==> config.mk <==
export PLATFORM = sky130hd
export DESIGN_NAME = serial_char_rx
export DESIGN_NICKNAME = d
export VERILOG_FILES = /design/src/rtl/scr_pkg.sv /design/src/rtl/scr_sync.sv /design/src/rtl/scr_baud_tick.sv /design/src/rtl/scr_frame_fsm.sv /design/src/rtl/scr_hold.sv /design/src/rtl/serial_char_rx.sv
export SDC_FILE = /design/constraint.sdc
export NUM_CORES = 1
export LEC_CHECK = 0
export BUFFER_PORTS_ARGS = -buffer_cell sky130_fd_sc_hd__buf_2
export CAP_MARGIN = 20
export CORE_ASPECT_RATIO = 1.75
export CORE_MARGIN = 8
export CORE_UTILIZATION = 50
export DETAILED_ROUTE_END_ITERATION = 16
export HOLD_SLACK_MARGIN = 0.05
export PLACE_DENSITY = 0.7
export SLEW_MARGIN = 25
export SYNTH_ARGS = -nofsm -noshare
export SYNTH_HDL_FRONTEND = slang
export SYNTH_SLANG_ARGS = --single-unit
==> constraint.sdc <==
create_clock -name clk -period 4.3 [get_ports clk]
set_input_delay 1.075 -clock clk [delete_from_list [all_inputs] [get_ports clk]]
set_output_delay 1.075 -clock clk [all_outputs]
set_load 0.01 [all_outputs]
==> src/rtl/scr_pkg.sv <==
package scr_pkg;

   typedef enum logic [2:0] {
      PAR_NONE  = 3'd0,
      PAR_EVEN  = 3'd1,
      PAR_ODD   = 3'd2,
      PAR_MARK  = 3'd3,
      PAR_SPACE = 3'd4
   } par_mode_e;

   typedef enum logic [2:0] {
      ST_IDLE,
      ST_START,
      ST_DATA,
      ST_PAR,
      ST_STOP,
      ST_WAIT
   } rx_state_e;

   // Parity bit value a mode expects, given the XOR of the data bits.
   function automatic logic par_expected(input logic [2:0] mode, input logic xor_all);
      logic r;
      case (mode)
         PAR_EVEN:  r = xor_all;
         PAR_ODD:   r = ~xor_all;
         PAR_MARK:  r = 1'b1;
         PAR_SPACE: r = 1'b0;
         default:   r = 1'b0;
      endcase
      return r;
   endfunction

   function automatic logic par_present(input logic [2:0] mode);
      return (mode >= PAR_EVEN) && (mode <= PAR_SPACE);
   endfunction

endpackage

==> src/rtl/scr_sync.sv <==
module scr_sync #(
   parameter int STAGES = 2
) (
   input  logic clk,
   input  logic rst_n,
   input  logic d_i,
   output logic q_o
);
   generate
      if (STAGES == 0) begin : g_bypass
         assign q_o = d_i;
      end else if (STAGES == 1) begin : g_single
         logic q;
         always_ff @(posedge clk or negedge rst_n) begin
            if (!rst_n) q <= 1'b1;
            else        q <= d_i;
         end
         assign q_o = q;
      end else begin : g_chain
         logic [STAGES-1:0] q;
         always_ff @(posedge clk or negedge rst_n) begin
            if (!rst_n) q <= '1;
            else        q <= {q[STAGES-2:0], d_i};
         end
         assign q_o = q[STAGES-1];
      end
   endgenerate
endmodule

==> src/rtl/scr_baud_tick.sv <==
module scr_baud_tick #(
   parameter int DIV_W = 16
) (
   input  logic             clk,
   input  logic             rst_n,
   input  logic [DIV_W-1:0] div_i,
   output logic             tick_o
);
   logic [DIV_W-1:0] cnt;

   assign tick_o = (cnt >= div_i);

   always_ff @(posedge clk or negedge rst_n) begin
      if (!rst_n)      cnt <= '0;
      else if (tick_o) cnt <= '0;
      else             cnt <= cnt + 1'b1;
   end

   // with a non-zero divisor, ticks never fall on consecutive cycles
   a_r10_tick_gap: assert property (@(posedge clk) disable iff (!rst_n)
      (tick_o && div_i != '0) |=> !tick_o);
endmodule

==> src/rtl/scr_frame_fsm.sv <==
module scr_frame_fsm
   import scr_pkg::*;
#(
   parameter int DATA_MAX = 8,
   parameter int OVS      = 16,
   parameter int LEN_W    = $clog2(DATA_MAX)
) (
   input  logic                clk,
   input  logic                rst_n,
   input  logic                tick_i,
   input  logic                rx_i,
   input  logic [LEN_W-1:0]    len_i,
   input  logic [2:0]          mode_i,
   input  logic                two_stop_i,
   output logic [DATA_MAX-1:0] char_o,
   output logic                perr_o,
   output logic                ferr_o,
   output logic                done_o
);
   localparam int OVS_W = $clog2(OVS);
   localparam int HALF  = OVS / 2;

   rx_state_e           state;
   logic [OVS_W-1:0]    ovs_cnt;
   logic [LEN_W-1:0]    bit_cnt;
   logic                stop_cnt;
   logic [DATA_MAX-1:0] shreg;
   logic                par_bit;
   logic                ferr_q;
   logic                last_ovs;
   logic                par_en;
   logic [DATA_MAX-1:0] aligned;

   assign last_ovs = tick_i && (ovs_cnt == OVS_W'(OVS - 1));
   assign par_en   = par_present(mode_i);
   assign aligned  = shreg >> (LEN_W'(DATA_MAX - 1) - len_i);

   assign char_o = aligned;
   assign perr_o = par_en && (par_bit != par_expected(mode_i, ^aligned));
   assign ferr_o = ferr_q | ~rx_i;
   assign done_o = last_ovs && (state == ST_STOP) && (!two_stop_i || stop_cnt);

   always_ff @(posedge clk or negedge rst_n) begin
      if (!rst_n) begin
         state    <= ST_IDLE;
         ovs_cnt  <= '0;
         bit_cnt  <= '0;
         stop_cnt <= 1'b0;
         shreg    <= '0;
         par_bit  <= 1'b0;
         ferr_q   <= 1'b0;
      end else if (tick_i) begin
         case (state)
            ST_IDLE: begin
               if (!rx_i) begin
                  state   <= ST_START;
                  ovs_cnt <= '0;
               end
            end
            ST_START: begin
               if (ovs_cnt == OVS_W'(HALF - 1)) begin
                  ovs_cnt <= '0;
                  bit_cnt <= '0;
                  state   <= rx_i ? ST_IDLE : ST_DATA;
               end else begin
                  ovs_cnt <= ovs_cnt + 1'b1;
               end
            end
            ST_DATA: begin
               ovs_cnt <= ovs_cnt + 1'b1;
               if (last_ovs) begin
                  shreg <= {rx_i, shreg[DATA_MAX-1:1]};
                  if (bit_cnt == len_i) begin
                     state    <= par_en ? ST_PAR : ST_STOP;
                     stop_cnt <= 1'b0;
                     ferr_q   <= 1'b0;
                  end else begin
                     bit_cnt <= bit_cnt + 1'b1;
                  end
               end
            end
            ST_PAR: begin
               ovs_cnt <= ovs_cnt + 1'b1;
               if (last_ovs) begin
                  par_bit <= rx_i;
                  state   <= ST_STOP;
               end
            end
            ST_STOP: begin
               ovs_cnt <= ovs_cnt + 1'b1;
               if (last_ovs) begin
                  if (!rx_i) ferr_q <= 1'b1;
                  if (two_stop_i && !stop_cnt) stop_cnt <= 1'b1;
                  else                         state    <= ST_WAIT;
               end
            end
            ST_WAIT: begin
               if (rx_i) state <= ST_IDLE;
            end
            default: state <= ST_IDLE;
         endcase
      end
   end

   // a frame can only begin from a low line
   a_r3_start_needs_low: assert property (@(posedge clk) disable iff (!rst_n)
      (state == ST_IDLE && rx_i) |=> state != ST_START);

   // no re-arm while the line stays low after a frame
   a_r7_rearm_needs_high: assert property (@(posedge clk) disable iff (!rst_n)
      (state == ST_WAIT && !rx_i) |=> state == ST_WAIT);
endmodule

==> src/rtl/scr_hold.sv <==
module scr_hold #(
   parameter int W = 8
) (
   input  logic         clk,
   input  logic         rst_n,
   input  logic         load_i,
   input  logic [W-1:0] data_i,
   input  logic         perr_i,
   input  logic         ferr_i,
   input  logic         rd_i,
   output logic [W-1:0] data_o,
   output logic         perr_o,
   output logic         ferr_o,
   output logic         valid_o
);
   logic accept;

   assign accept = load_i && (!valid_o || rd_i);

   always_ff @(posedge clk or negedge rst_n) begin
      if (!rst_n) begin
         data_o  <= '0;
         perr_o  <= 1'b0;
         ferr_o  <= 1'b0;
         valid_o <= 1'b0;
      end else if (accept) begin
         data_o  <= data_i;
         perr_o  <= perr_i;
         ferr_o  <= ferr_i;
         valid_o <= 1'b1;
      end else if (rd_i) begin
         valid_o <= 1'b0;
      end
   end

   // a held character stays valid until it is read
   a_r8_valid_sticky: assert property (@(posedge clk) disable iff (!rst_n)
      (valid_o && !rd_i) |=> valid_o);

   // an unread character is never overwritten
   a_r9_no_overwrite: assert property (@(posedge clk) disable iff (!rst_n)
      (valid_o && !rd_i) |=> ($stable(data_o) && $stable(perr_o) && $stable(ferr_o)));
endmodule

==> src/rtl/serial_char_rx.sv <==
module serial_char_rx #(
   parameter int DATA_MAX    = 8,
   parameter int OVS         = 16,
   parameter int DIV_W       = 16,
   parameter int SYNC_STAGES = 2,
   localparam int LEN_W      = $clog2(DATA_MAX)
) (
   input  logic                clk,
   input  logic                rst_n,
   input  logic                rxd_i,
   input  logic [DIV_W-1:0]    div_i,
   input  logic [LEN_W-1:0]    len_i,
   input  logic [2:0]          parity_i,
   input  logic                two_stop_i,
   input  logic                rd_i,
   output logic [DATA_MAX-1:0] data_o,
   output logic                valid_o,
   output logic                perr_o,
   output logic                ferr_o,
   output logic                rtr_o
);
   initial begin : p_elab_checks
      assert (DATA_MAX >= 2) else $error("DATA_MAX must be at least 2");
      assert (OVS >= 4 && (OVS & (OVS - 1)) == 0) else $error("OVS must be a power of two, at least 4");
      assert (SYNC_STAGES >= 0 && SYNC_STAGES <= 4) else $error("SYNC_STAGES must be 0 to 4");
      assert (DIV_W >= 1) else $error("DIV_W must be positive");
   end

   logic                rx_s;
   logic                tick;
   logic [DATA_MAX-1:0] chr;
   logic                c_perr;
   logic                c_ferr;
   logic                done;

   scr_sync #(.STAGES(SYNC_STAGES)) u_sync (
      .clk(clk), .rst_n(rst_n), .d_i(rxd_i), .q_o(rx_s)
   );

   scr_baud_tick #(.DIV_W(DIV_W)) u_tick (
      .clk(clk), .rst_n(rst_n), .div_i(div_i), .tick_o(tick)
   );

   scr_frame_fsm #(.DATA_MAX(DATA_MAX), .OVS(OVS), .LEN_W(LEN_W)) u_fsm (
      .clk(clk), .rst_n(rst_n), .tick_i(tick), .rx_i(rx_s),
      .len_i(len_i), .mode_i(parity_i), .two_stop_i(two_stop_i),
      .char_o(chr), .perr_o(c_perr), .ferr_o(c_ferr), .done_o(done)
   );

   scr_hold #(.W(DATA_MAX)) u_hold (
      .clk(clk), .rst_n(rst_n), .load_i(done), .data_i(chr),
      .perr_i(c_perr), .ferr_i(c_ferr), .rd_i(rd_i),
      .data_o(data_o), .perr_o(perr_o), .ferr_o(ferr_o), .valid_o(valid_o)
   );

   assign rtr_o = ~valid_o;
endmodule

## Word level (Yosys, flattened, before mapping)

Index checks and enable logic that the tools add are counted.

- Flip-flop bits (word level): 50
- Input bits: 27

- Add/sub/neg operators: 4
- Order comparisons: 3
- Eq/ne operators: 23
- Shift-type cells: 1
- Multiplexer cells: 30
- Bitwise operators: 4
- Reduce and logical (&&, ||, !) cells: 26

Operators by type and width:

| kind | count |
|---|---|
| $mux 3 | 12 |
| $pmux 3 s6 | 1 |
| $add 16x1->16 const B | 1 |
| $ge 16x16->1 | 1 |
| $mux 16 | 1 |
| $eq 3x2->1 const B | 4 |
| $ne 2x2->1 const B | 6 |
| $pmux 4 s3 | 1 |
| $reduce_and 6->1 | 2 |
| $ne 2x1->1 const B | 5 |
| $reduce_and 3->1 | 3 |
| $reduce_and 9->1 | 1 |
| $mux 1 | 8 |
| $mux 4 | 2 |
| $reduce_xor 8->1 | 1 |
| $shr 8x3->8 | 1 |
| $logic_and 1x1->1 | 7 |
| $eq 3x1->1 const B | 2 |
| $eq 3x3->1 const B | 2 |
| $pmux 3 s2 | 1 |
| $reduce_bool 2->1 | 3 |
| $reduce_and 5->1 | 1 |
| $add 4x1->4 const B | 1 |
| $eq 4x3->1 const B | 1 |
| other kinds (17) | 23 |

## Depth between registers and ports, before layout

Gate-level depths: netlist of run 1.

- Depth after elaboration: 7
- Mapped depth: 12

## Hierarchy

Synthesis of run 1 repeated with hierarchy kept, for this count alone.

- Cells, all modules: 351
- Area total of the unflattened synthesis: 3415.8 µm²

By module, submodules not included:

| module | times used | cells an instance | area each (µm²) |
|---|---|---|---|
| scr_frame_fsm | 1 | 194 | 1706.6 |
| scr_baud_tick | 1 | 130 | 1232.4 |
| scr_hold | 1 | 24 | 420.4 |
| scr_sync | 1 | 2 | 52.6 |
| serial_char_rx | 1 | 1 | 3.8 |

## Worst setup path after synthesis of run 1

Ideal clock, no wire load.

- Path type: input port to flip-flop
- Start: input port div_i[15]
- End: register u_hold.perr_o
- Arrival time: 2964 ps
- Required time: 4168 ps
- Slack: 1204 ps
- Cell stages on the path: 11
- Cell sequence: inv_1 -> ha_1 -> nand3_1 -> nor3_1 -> nand3_1 -> o221ai_1 -> clkbuf_1 -> nand4_1 -> clkbuf_1 -> nand2_1 -> o31ai_2

- Longest elaborated chain between the ends: 5

RTL lines:

| what | line | text |
|---|---|---|
| from (decl) | serial_char_rx.sv:11 | `input logic [DIV_W-1:0] div_i,` |
| $ge 16x16->1 | scr_baud_tick.sv:11 | `assign tick_o = (cnt >= div_i);` |
| $logic_and 1x1->1 | scr_frame_fsm.sv:34 | `assign last_ovs = tick_i && (ovs_cnt == OVS_W'(OVS - 1));` |
| $logic_and 1x1->1 (2 in a row) | scr_frame_fsm.sv:41 | `assign done_o = last_ovs && (state == ST_STOP) && (!two_stop_i \|\| stop_cnt);` |
| $logic_and 1x1->1 | scr_hold.sv:18 | `assign accept = load_i && (!valid_o \|\| rd_i);` |
| to (signal assigned) | scr_hold.sv:28 | `perr_o <= perr_i;` |
| to (decl) | scr_hold.sv:12 | `output logic perr_o,` |

No other way between the ends.
A chain may end at the register's enable or synchronous reset.

## Worst setup path in the final report of run 1

- Start: input port div_i[14]
- End: register u_fsm.shreg[0]

- Longest elaborated chain between the ends: 3

RTL lines:

| what | line | text |
|---|---|---|
| $ge 16x16->1 (*) | scr_baud_tick.sv:11 |  |
| $logic_and 1x1->1 | scr_frame_fsm.sv:34 |  |
| $reduce_and 3->1 (no line) (*) | -- |  |
| to (signal assigned) | scr_frame_fsm.sv:72 | `shreg <= {rx_i, shreg[DATA_MAX-1:1]};` |
| to (decl) | scr_frame_fsm.sv:27 | `logic [DATA_MAX-1:0] shreg;` |

Every way passes the cells marked *; elsewhere a longest branch is shown, timed or not.

==> results of run 1 <==
cell families (layout without fill, tap and decap cells):
logic type	count (synthesis)	in the layout	synth area share
fa+ha+maj	19	19	0.0763
buf+inv	34	71	0.0462
mux	24	24	0.0988
compound gates	60	60	0.126
simple gates	116	116	0.176
xor+xnor	24	24	0.0743
flops	50	50	0.402
stage by stage:
stage / worst slack (ps) / cells / utilization
finish: 1110 / 444 / 0.569
global route: 945 / 444 / 0.569
CTS: 1110 / 444 / 0.569
detailed placement: 774 / 436 / 0.551
global placement: 885 / 436 / 0.550
floorplan: 1200 / 327 / -
per-layer routing:
metal / global-route usage / part of all wire
met4: 0.0617 / 0.023
met2: 0.277 / 0.55
met3: 0.0274 / 0.046
met1: 0.153 / 0.38
met5: 0 / 0
area by class of cell:
cell class,count,area [um2]
multi-input combinational,243,1730
timing repair buffer,41,215
clock inverter,3,43.8
tap,80,100
sequential,50,1250
fill,562,2640
inverter,22,82.6
clock buffer,5,68.8
worst paths after layout:
kind,endpoint,startpoint,cells after the start,slack [ps]
min in group asynchronous,u_fsm.ovs_cnt[0]$_DFFE_PN0P_,rst_n,1,760
hold / removal,u_sync.g_chain.q[1]$_DFF_PN1_,u_sync.g_chain.q[0]$_DFF_PN1_,0,360
setup reg to reg,u_fsm.shreg[0]$_DFFE_PN0P_,u_tick.cnt[14]$_DFF_PN0_,7,1550
hold reg to reg,u_sync.g_chain.q[1]$_DFF_PN1_,u_sync.g_chain.q[0]$_DFF_PN1_,0,360
max in group asynchronous,u_fsm.shreg[5]$_DFFE_PN0P_,rst_n,1,3120
setup / recovery,u_fsm.shreg[0]$_DFFE_PN0P_,div_i[14],9,1110
layout by cell type, fill, tap and decap left out, types with 2 or more instances in the layout:
| master | Yosys | layout |
|---|---|---|
| sky130_fd_sc_hd__nor3b_1 | 2 | 2 |
| sky130_fd_sc_hd__a21oi_1 | 14 | 14 |
| sky130_fd_sc_hd__xor2_1 | 15 | 15 |
| sky130_fd_sc_hd__a41oi_1 | 2 | 2 |
| sky130_fd_sc_hd__nand2b_1 | 5 | 5 |
| sky130_fd_sc_hd__a211oi_1 | 2 | 2 |
| sky130_fd_sc_hd__nand4_1 | 3 | 3 |
| sky130_fd_sc_hd__ha_1 | 19 | 19 |
| sky130_fd_sc_hd__and3_1 | 5 | 5 |
| sky130_fd_sc_hd__mux2_4 | 3 | 3 |
| sky130_fd_sc_hd__buf_4 | 0 | 4 |
| sky130_fd_sc_hd__nor3_1 | 3 | 3 |
| sky130_fd_sc_hd__buf_2 | 1 | 37 |
| sky130_fd_sc_hd__mux2_2 | 13 | 13 |
| sky130_fd_sc_hd__a32o_1 | 2 | 2 |
| sky130_fd_sc_hd__inv_1 | 22 | 22 |
| sky130_fd_sc_hd__clkbuf_8 | 0 | 5 |
| sky130_fd_sc_hd__o21ai_0 | 18 | 18 |
| sky130_fd_sc_hd__dfrtp_1 | 48 | 48 |
| sky130_fd_sc_hd__nand3_1 | 17 | 17 |
| sky130_fd_sc_hd__nor2_1 | 33 | 33 |
| sky130_fd_sc_hd__dfstp_2 | 2 | 2 |
| sky130_fd_sc_hd__and2_1 | 4 | 4 |
| sky130_fd_sc_hd__or3_1 | 2 | 2 |
| sky130_fd_sc_hd__a21o_1 | 6 | 6 |
| sky130_fd_sc_hd__nand2_1 | 32 | 32 |
| sky130_fd_sc_hd__mux2i_1 | 5 | 5 |
| sky130_fd_sc_hd__xnor2_1 | 7 | 7 |
| sky130_fd_sc_hd__nor2b_1 | 5 | 5 |
| sky130_fd_sc_hd__mux4_1 | 2 | 2 |
flip-flops by register name, indices dropped and copies added (netlist names):
name,cells
u_fsm.ovs_cnt,4
u_hold.ferr_o,1
u_hold.perr_o,1
u_hold.valid_o,1
u_hold.data_o,8
u_fsm.bit_cnt,3
u_fsm.stop_cnt,1
u_tick.cnt,16
u_fsm.shreg,8
u_fsm.par_bit,1
u_fsm.ferr_q,1
u_sync.g_chain.q,2
u_fsm.state,3
critical path, stage by stage:
cell	delay, ps
sky130_fd_sc_hd__buf_2	80
sky130_fd_sc_hd__inv_1	40
sky130_fd_sc_hd__ha_1	290
sky130_fd_sc_hd__nand3_1	100
sky130_fd_sc_hd__nor3_1	260
sky130_fd_sc_hd__nand3_1	120
sky130_fd_sc_hd__o221ai_2	540
sky130_fd_sc_hd__and2_1	490
sky130_fd_sc_hd__mux2_2	390
Yosys cell counts (all sizes together) (6+ instances only):
library cell / instances / area (um2)
nand3: 17 / 85.1
xor2: 16 / 148
a21o: 7 / 53.8
o21ai: 18 / 90.1
mux2i: 6 / 63.8
xnor2: 7 / 61.3
a21oi: 14 / 70.1
nand2: 32 / 120
ha: 19 / 238
inv: 22 / 82.6
nor2: 33 / 124
clkbuf: 7 / 26.3
dfrtp: 48 / 1200
mux2: 16 / 191
where the power goes:
part / leakage (nW) / switching, mW / internal, mW
Clock: 0.0585 / 0.163 / 0.174
Sequential: 0.673 / 0.0440 / 0.501
Combinational: 1.02 / 0.0765 / 0.0733
==> results list, run 1 <==
- For this configuration, the core starts out at a cell density of 0.508.
- Largest net degree at the start of global routing: 51
* Row Count: 38
- Average instance area after synthesis: 9.53 um2
- Prevailing post-synth register cell: sky130_fd_sc_hd__dfrtp_1
- 0 antenna diodes ended up in the layout.
- The number of global-route vias before repair came to 2,395.
- CTS Buf Count: 5
- Sequential fraction of the synthesis area: 0.402
- The first global-routing pass estimated 10,700 um of wire.
* Grt ovf: 0
- For this design the static power due to leakage is 1.75 nW.
* Average routed wire per standard cell: 14.2 um
- After detailed routing, the number of remaining DRC violations is 0.
- Period utilisation layout: 0.741
* Horizontal die dimension: 75.7 um
* Post-CTS setup buffer count: 0
* Net count after synthesis: 373
- Synth Register Bits: 50
- Number of top-level pins: 39
- At the pin with the least slew margin, the transition time is 660 ps.
* Syn. warnings: 0
- Critical path arrival: 3380 ps
- Across all hold checks on the routed design, the worst slack comes to 359 ps.
- The critical path in this run is classified as in -> reg.
- Slew Limit Headroom: 0.560
- Total power draw: 1.03 mW
* Crit path max fanout: 16
- DPL Wire Length: 4900 um
* 1st-iter DRT viols: 121
- Share of layout cells above drive strength 1: 0.209
* CORE AREA: 6130 um2
- Post-layout min period: 3190 ps
* Initial antenna violation count: 0
- The clock arrives with 9.26 ps of skew.
- Global router's overall resource usage: 0.149
* Total placed instance area: 3380 um2
- Timing would allow up to 0.314 GHz.
- Data required time of the worst path: 4490 ps
- Clock-pin slew on the worst setup and hold paths: 90 ps
- Setup violations remaining at the end of the flow were counted as 0.
- Critical Path Start Type: primary input
- Number of enable-type register cells in the synthesized netlist: 0
* DR vias/cell: 5.38
* Number of slew-limit violations in the final report: 0
* First-pass iteration count of the detailed router: 4
- In this run the power density over the cells is 296 nW/um2.
* Endpoint class of the critical path: register
- Max-capacitance violation count: 0
- In this run the worst hold path is classified as reg -> reg.
- Relative to the synthesized area, the layout overhead comes to 12.0%.
- CTS placed an instance of sky130_fd_sc_hd__clkbuf_8 at the clock tree root.
- The floorplan step defined a die boundary enclosing 9120 um2.
- Clock Latency Late Sink: 310 ps
* H-tree depth: 2
- In the synthesized netlist, the number of instances is 327.
- Setup repair after global routing left no endpoint under its margin.
* Mapped Area: 3120 um2
- Count of endpoints failing hold in the final timing report: 0
- Residual antenna-violating net count after detailed routing: 0
* CTS max path bufs: 2
- Post-layout net count: 409
- The number of hold buffers added after CTS was 0.
* Detailed Route WL: 6300 um
- The flow ran to the end, and the final reports show no timing, DRC or antenna violations.
- VDD sags by at most 209 uV.
- The finished cells cover 3490 um2.
- GPL Wtd Cong: 0.836
- TritonCTS built the clock tree.
* Die Y-Extent: 120 um
* Count of unique library cells instantiated by Yosys: 54
- The routed layout has 2,389 vias.
- After synthesis, the share of flip-flops with an asynchronous set or reset is 1.00.
* Post_cts resized: 0
- In the final timing run, aggregate negative setup slack is 0 ps.
- The count of buffers added on input and output ports is 38.
* Clk sinks: 50
Note: power is estimated with default switching activity, not from simulation.
==> run 2: changes to the inputs <==
- PLACE_DENSITY: 0.7 -> 0.73
- clock period: 4.3 -> 2.6 ns (I/O delays scaled with it)
==> results list, run 2 (same netlist as run 1, synthesis figures left out) <==
- The largest vdd supply drop was 389 uV (was 209 uV).
* CTS hold repair buffers: 0 (unchanged)
- Worst clock skew: 7.20 ps (was 9.26 ps)
* Critical path arrival: 2670 ps (was 3380 ps)
- Result of the run: finished, final reports clean (unchanged).
* Period utilisation layout: 0.948
- The number of global-route vias before repair came to 2,666 (was 2,395).
- CORE AREA: 6130 um2 (unchanged)
* Die Y-Extent: 120 um (unchanged)
* GPL Wtd Cong: 0.887 (was 0.836)
- Slew Limit Headroom: 0.647 (was 0.560)
* P per Cell Area: 461 nW/um2 (was 296 nW/um2)
* Critical Path Start Type: register (was primary input)
* Number of filler instances in the final layout: 535 (was 562)
* Post-layout net count: 432 (was 409)
- Register bank with the most flops: u_tick.cnt (unchanged)
* First-pass iteration count of the detailed router: 4 (unchanged)
- The critical path start-end classification is reg -> reg (was in -> reg).
* Data required time of the worst path: 2800 ps (was 4490 ps)
- Routed vias: 2,541 (was 2,389)
* Largest registers: u_tick.cnt x16, u_fsm.shreg x8, u_hold.data_o x8 (unchanged)
* Grt ovf: 0 (unchanged)
* H-tree depth: 2 (unchanged)
- The clock tree from TritonCTS is built (unchanged).
* Count of buffers inserted at the top-level ports: 38 (unchanged)
- The DRC violation count after routing came to 0 (unchanged).
- The total of max-cap violations came to 0 (unchanged).
- Global router's overall resource usage: 0.165 (was 0.149)
- The via density per instance came to 5.44 (was 5.38).
- The setup TNS is 0 ps (unchanged).
- Crit path max fanout: 6 (was 16)
- The clock net sink count was 50 (unchanged).
- The layout-stage area growth over the synthesis result is 18.0% (was 12.0%).
* Unrepaired setup endpoints after global routing: no (unchanged)
- Derived from the worst setup path, the maximum achievable clock frequency is 0.406 GHz.
- Post-CTS setup buffer count: 0 (unchanged)
- Endpoint class of the critical path: register (unchanged)
- Static power due to leakage: 1.87 nW (was 1.75 nW)
- The most common library cell in the layout ignoring fill and taps is sky130_fd_sc_hd__dfrtp_1 (unchanged).
- The top-level port count came to 39 (unchanged).
- The largest net degree at the start of global routing was 26 (was 51).
- Detailed Route WL: 7080 um (was 6300 um)
* Starting utilization of the core area: 0.508 (unchanged)
- The fraction of final layout cells sized beyond drive strength 1 was 0.256 (was 0.209).
- Total power draw: 1.69 mW (was 1.03 mW)
- Die Outline Area: 9120 um2 (unchanged)
- Leading cell types in the layout, fill and taps excluded: sky130_fd_sc_hd__dfrtp_1 (48), sky130_fd_sc_hd__buf_2 (38), sky130_fd_sc_hd__nor2_1 (33) (was sky130_fd_sc_hd__dfrtp_1 (48), sky130_fd_sc_hd__buf_2 (37), sky130_fd_sc_hd__nor2_1 (33)).
- The final-report setup violation count came to 0 (unchanged).
* Diodes inserted: 0 (unchanged)
* Post_cts resized: 0 (unchanged)
* CTS Buf Count: 5 (unchanged)
- First-pass GRT wire length: 11,700 um (was 10,700 um)
* 1st-iter DRT viols: 108 (was 121)
* Horizontal die dimension: 75.7 um (unchanged)
- The number of cell rows came to 38 (unchanged).
- The final-report max-slew violation count came to 0 (unchanged).
- The worst-skew pair later-pin latency came to 310 ps (about the same).
* CTS max path bufs: 2 (unchanged)
- Type of the worst min-delay path: in -> async (was reg -> reg)
- Initial antenna violation count: 0 (unchanged)
- DPL Wire Length: 5740 um (was 4900 um)
- The number of antenna-violating nets in the routed design is 0 (unchanged).
* Number of flip-flops in the largest register: 16 (unchanged)
- Average routed wire per standard cell: 15.2 um (was 14.2 um)
- Clock-pin slew on the worst setup and hold paths: 90 ps (about the same)
- Post-layout min period: 2470 ps
- Worst Max-Slew Pin Slew: 529 ps (was 660 ps)
- The number of hold violations in the final report is 0 (unchanged).
- Master cell of the clock root buffer: sky130_fd_sc_hd__clkbuf_8 (unchanged)
## run 2: changes by cell type in the layout (fill, tap and decap cells not counted), sizes merged
cell / change
buf: +23
clkbuf: +2
bufinv: -1
inv: -1
## run 2: where the power goes
part,total (mW),internal (mW),switching [mW]
Clock,0.508,0.244,0.264
Combinational,0.293,0.149,0.144
Sequential,0.893,0.828,0.0648
Total,1.69,1.22,0.473
## run 2: cell type report
type / instances / area, um2 / area share
Clock buffer: 7 / 96.3 / 0.0262
Clock inverter: 1 / 8.76 / 0.00238
Inverter: 22 / 82.6 / 0.0225
Multi-Input combinational cell: 243 / 1730 / 0.469
Sequential cell: 50 / 1250 / 0.341
Tap cell: 80 / 100 / 0.0272
Timing Repair Buffer: 64 / 410 / 0.112
## run 2: through the flow
| stage | std cells | setup WS [ps] | utilization | area, um2 | hold slack (ps) |
|---|---|---|---|---|---|
| 2_1_floorplan | 327 | 31.4 | - | 3120 | 345 |
| 3_3_place_gp | 459 | -160 | 0.582 | 3570 | 346 |
| 3_5_place_dp | 459 | -219 | 0.582 | 3570 | 347 |
| 4_1_cts | 467 | 104 | 0.600 | 3680 | 318 |
| 5_1_grt | 467 | 0.213 | 0.600 | 3680 | 341 |
| 6_report | 467 | 135 | 0.600 | 3680 | 305 |
## run 2: critical path, cell delays in order, from the launching register on
cell                       delay (ps)
sky130_fd_sc_hd__dfrtp_1          420
sky130_fd_sc_hd__inv_1             60
sky130_fd_sc_hd__ha_1             260
sky130_fd_sc_hd__nand2b_1         140
sky130_fd_sc_hd__a21o_1           170
sky130_fd_sc_hd__a21o_1           170
sky130_fd_sc_hd__a21oi_1          180
sky130_fd_sc_hd__o221ai_2         160
sky130_fd_sc_hd__buf_4            190
sky130_fd_sc_hd__and2_1           140
sky130_fd_sc_hd__o221ai_1         100
sky130_fd_sc_hd__mux2_2           370
## run 2: final timing paths
kind	startpoint	end	slack [ps]	cells after the start
max	u_tick.cnt[0]$_DFF_PN0_	u_fsm.state[0]$_DFFE_PN0P_	130	11
min	rst_n	u_hold.ferr_o$_DFFE_PN0P_	310	1
max reg2reg	u_tick.cnt[0]$_DFF_PN0_	u_fsm.state[0]$_DFFE_PN0P_	130	11
min reg2reg	u_sync.g_chain.q[0]$_DFF_PN1_	u_sync.g_chain.q[1]$_DFF_PN1_	360	0
max in group asynchronous	rst_n	u_fsm.ovs_cnt[2]$_DFFE_PN0P_	1670	2
min in group clk	u_sync.g_chain.q[0]$_DFF_PN1_	u_sync.g_chain.q[1]$_DFF_PN1_	360	0
## run 2: layer usage
| layer | vias to the layer above | GRT usage | share of wire |
|---|---|---|---|
| met4 | 0 | 0.0835 | 0.038 |
| met2 | 62 | 0.306 | 0.55 |
| met3 | 26 | 0.0249 | 0.037 |
| li1 | 1249 | - | - |
| met5 | - | 0 | 0 |
| met1 | 1204 | 0.167 | 0.37 |
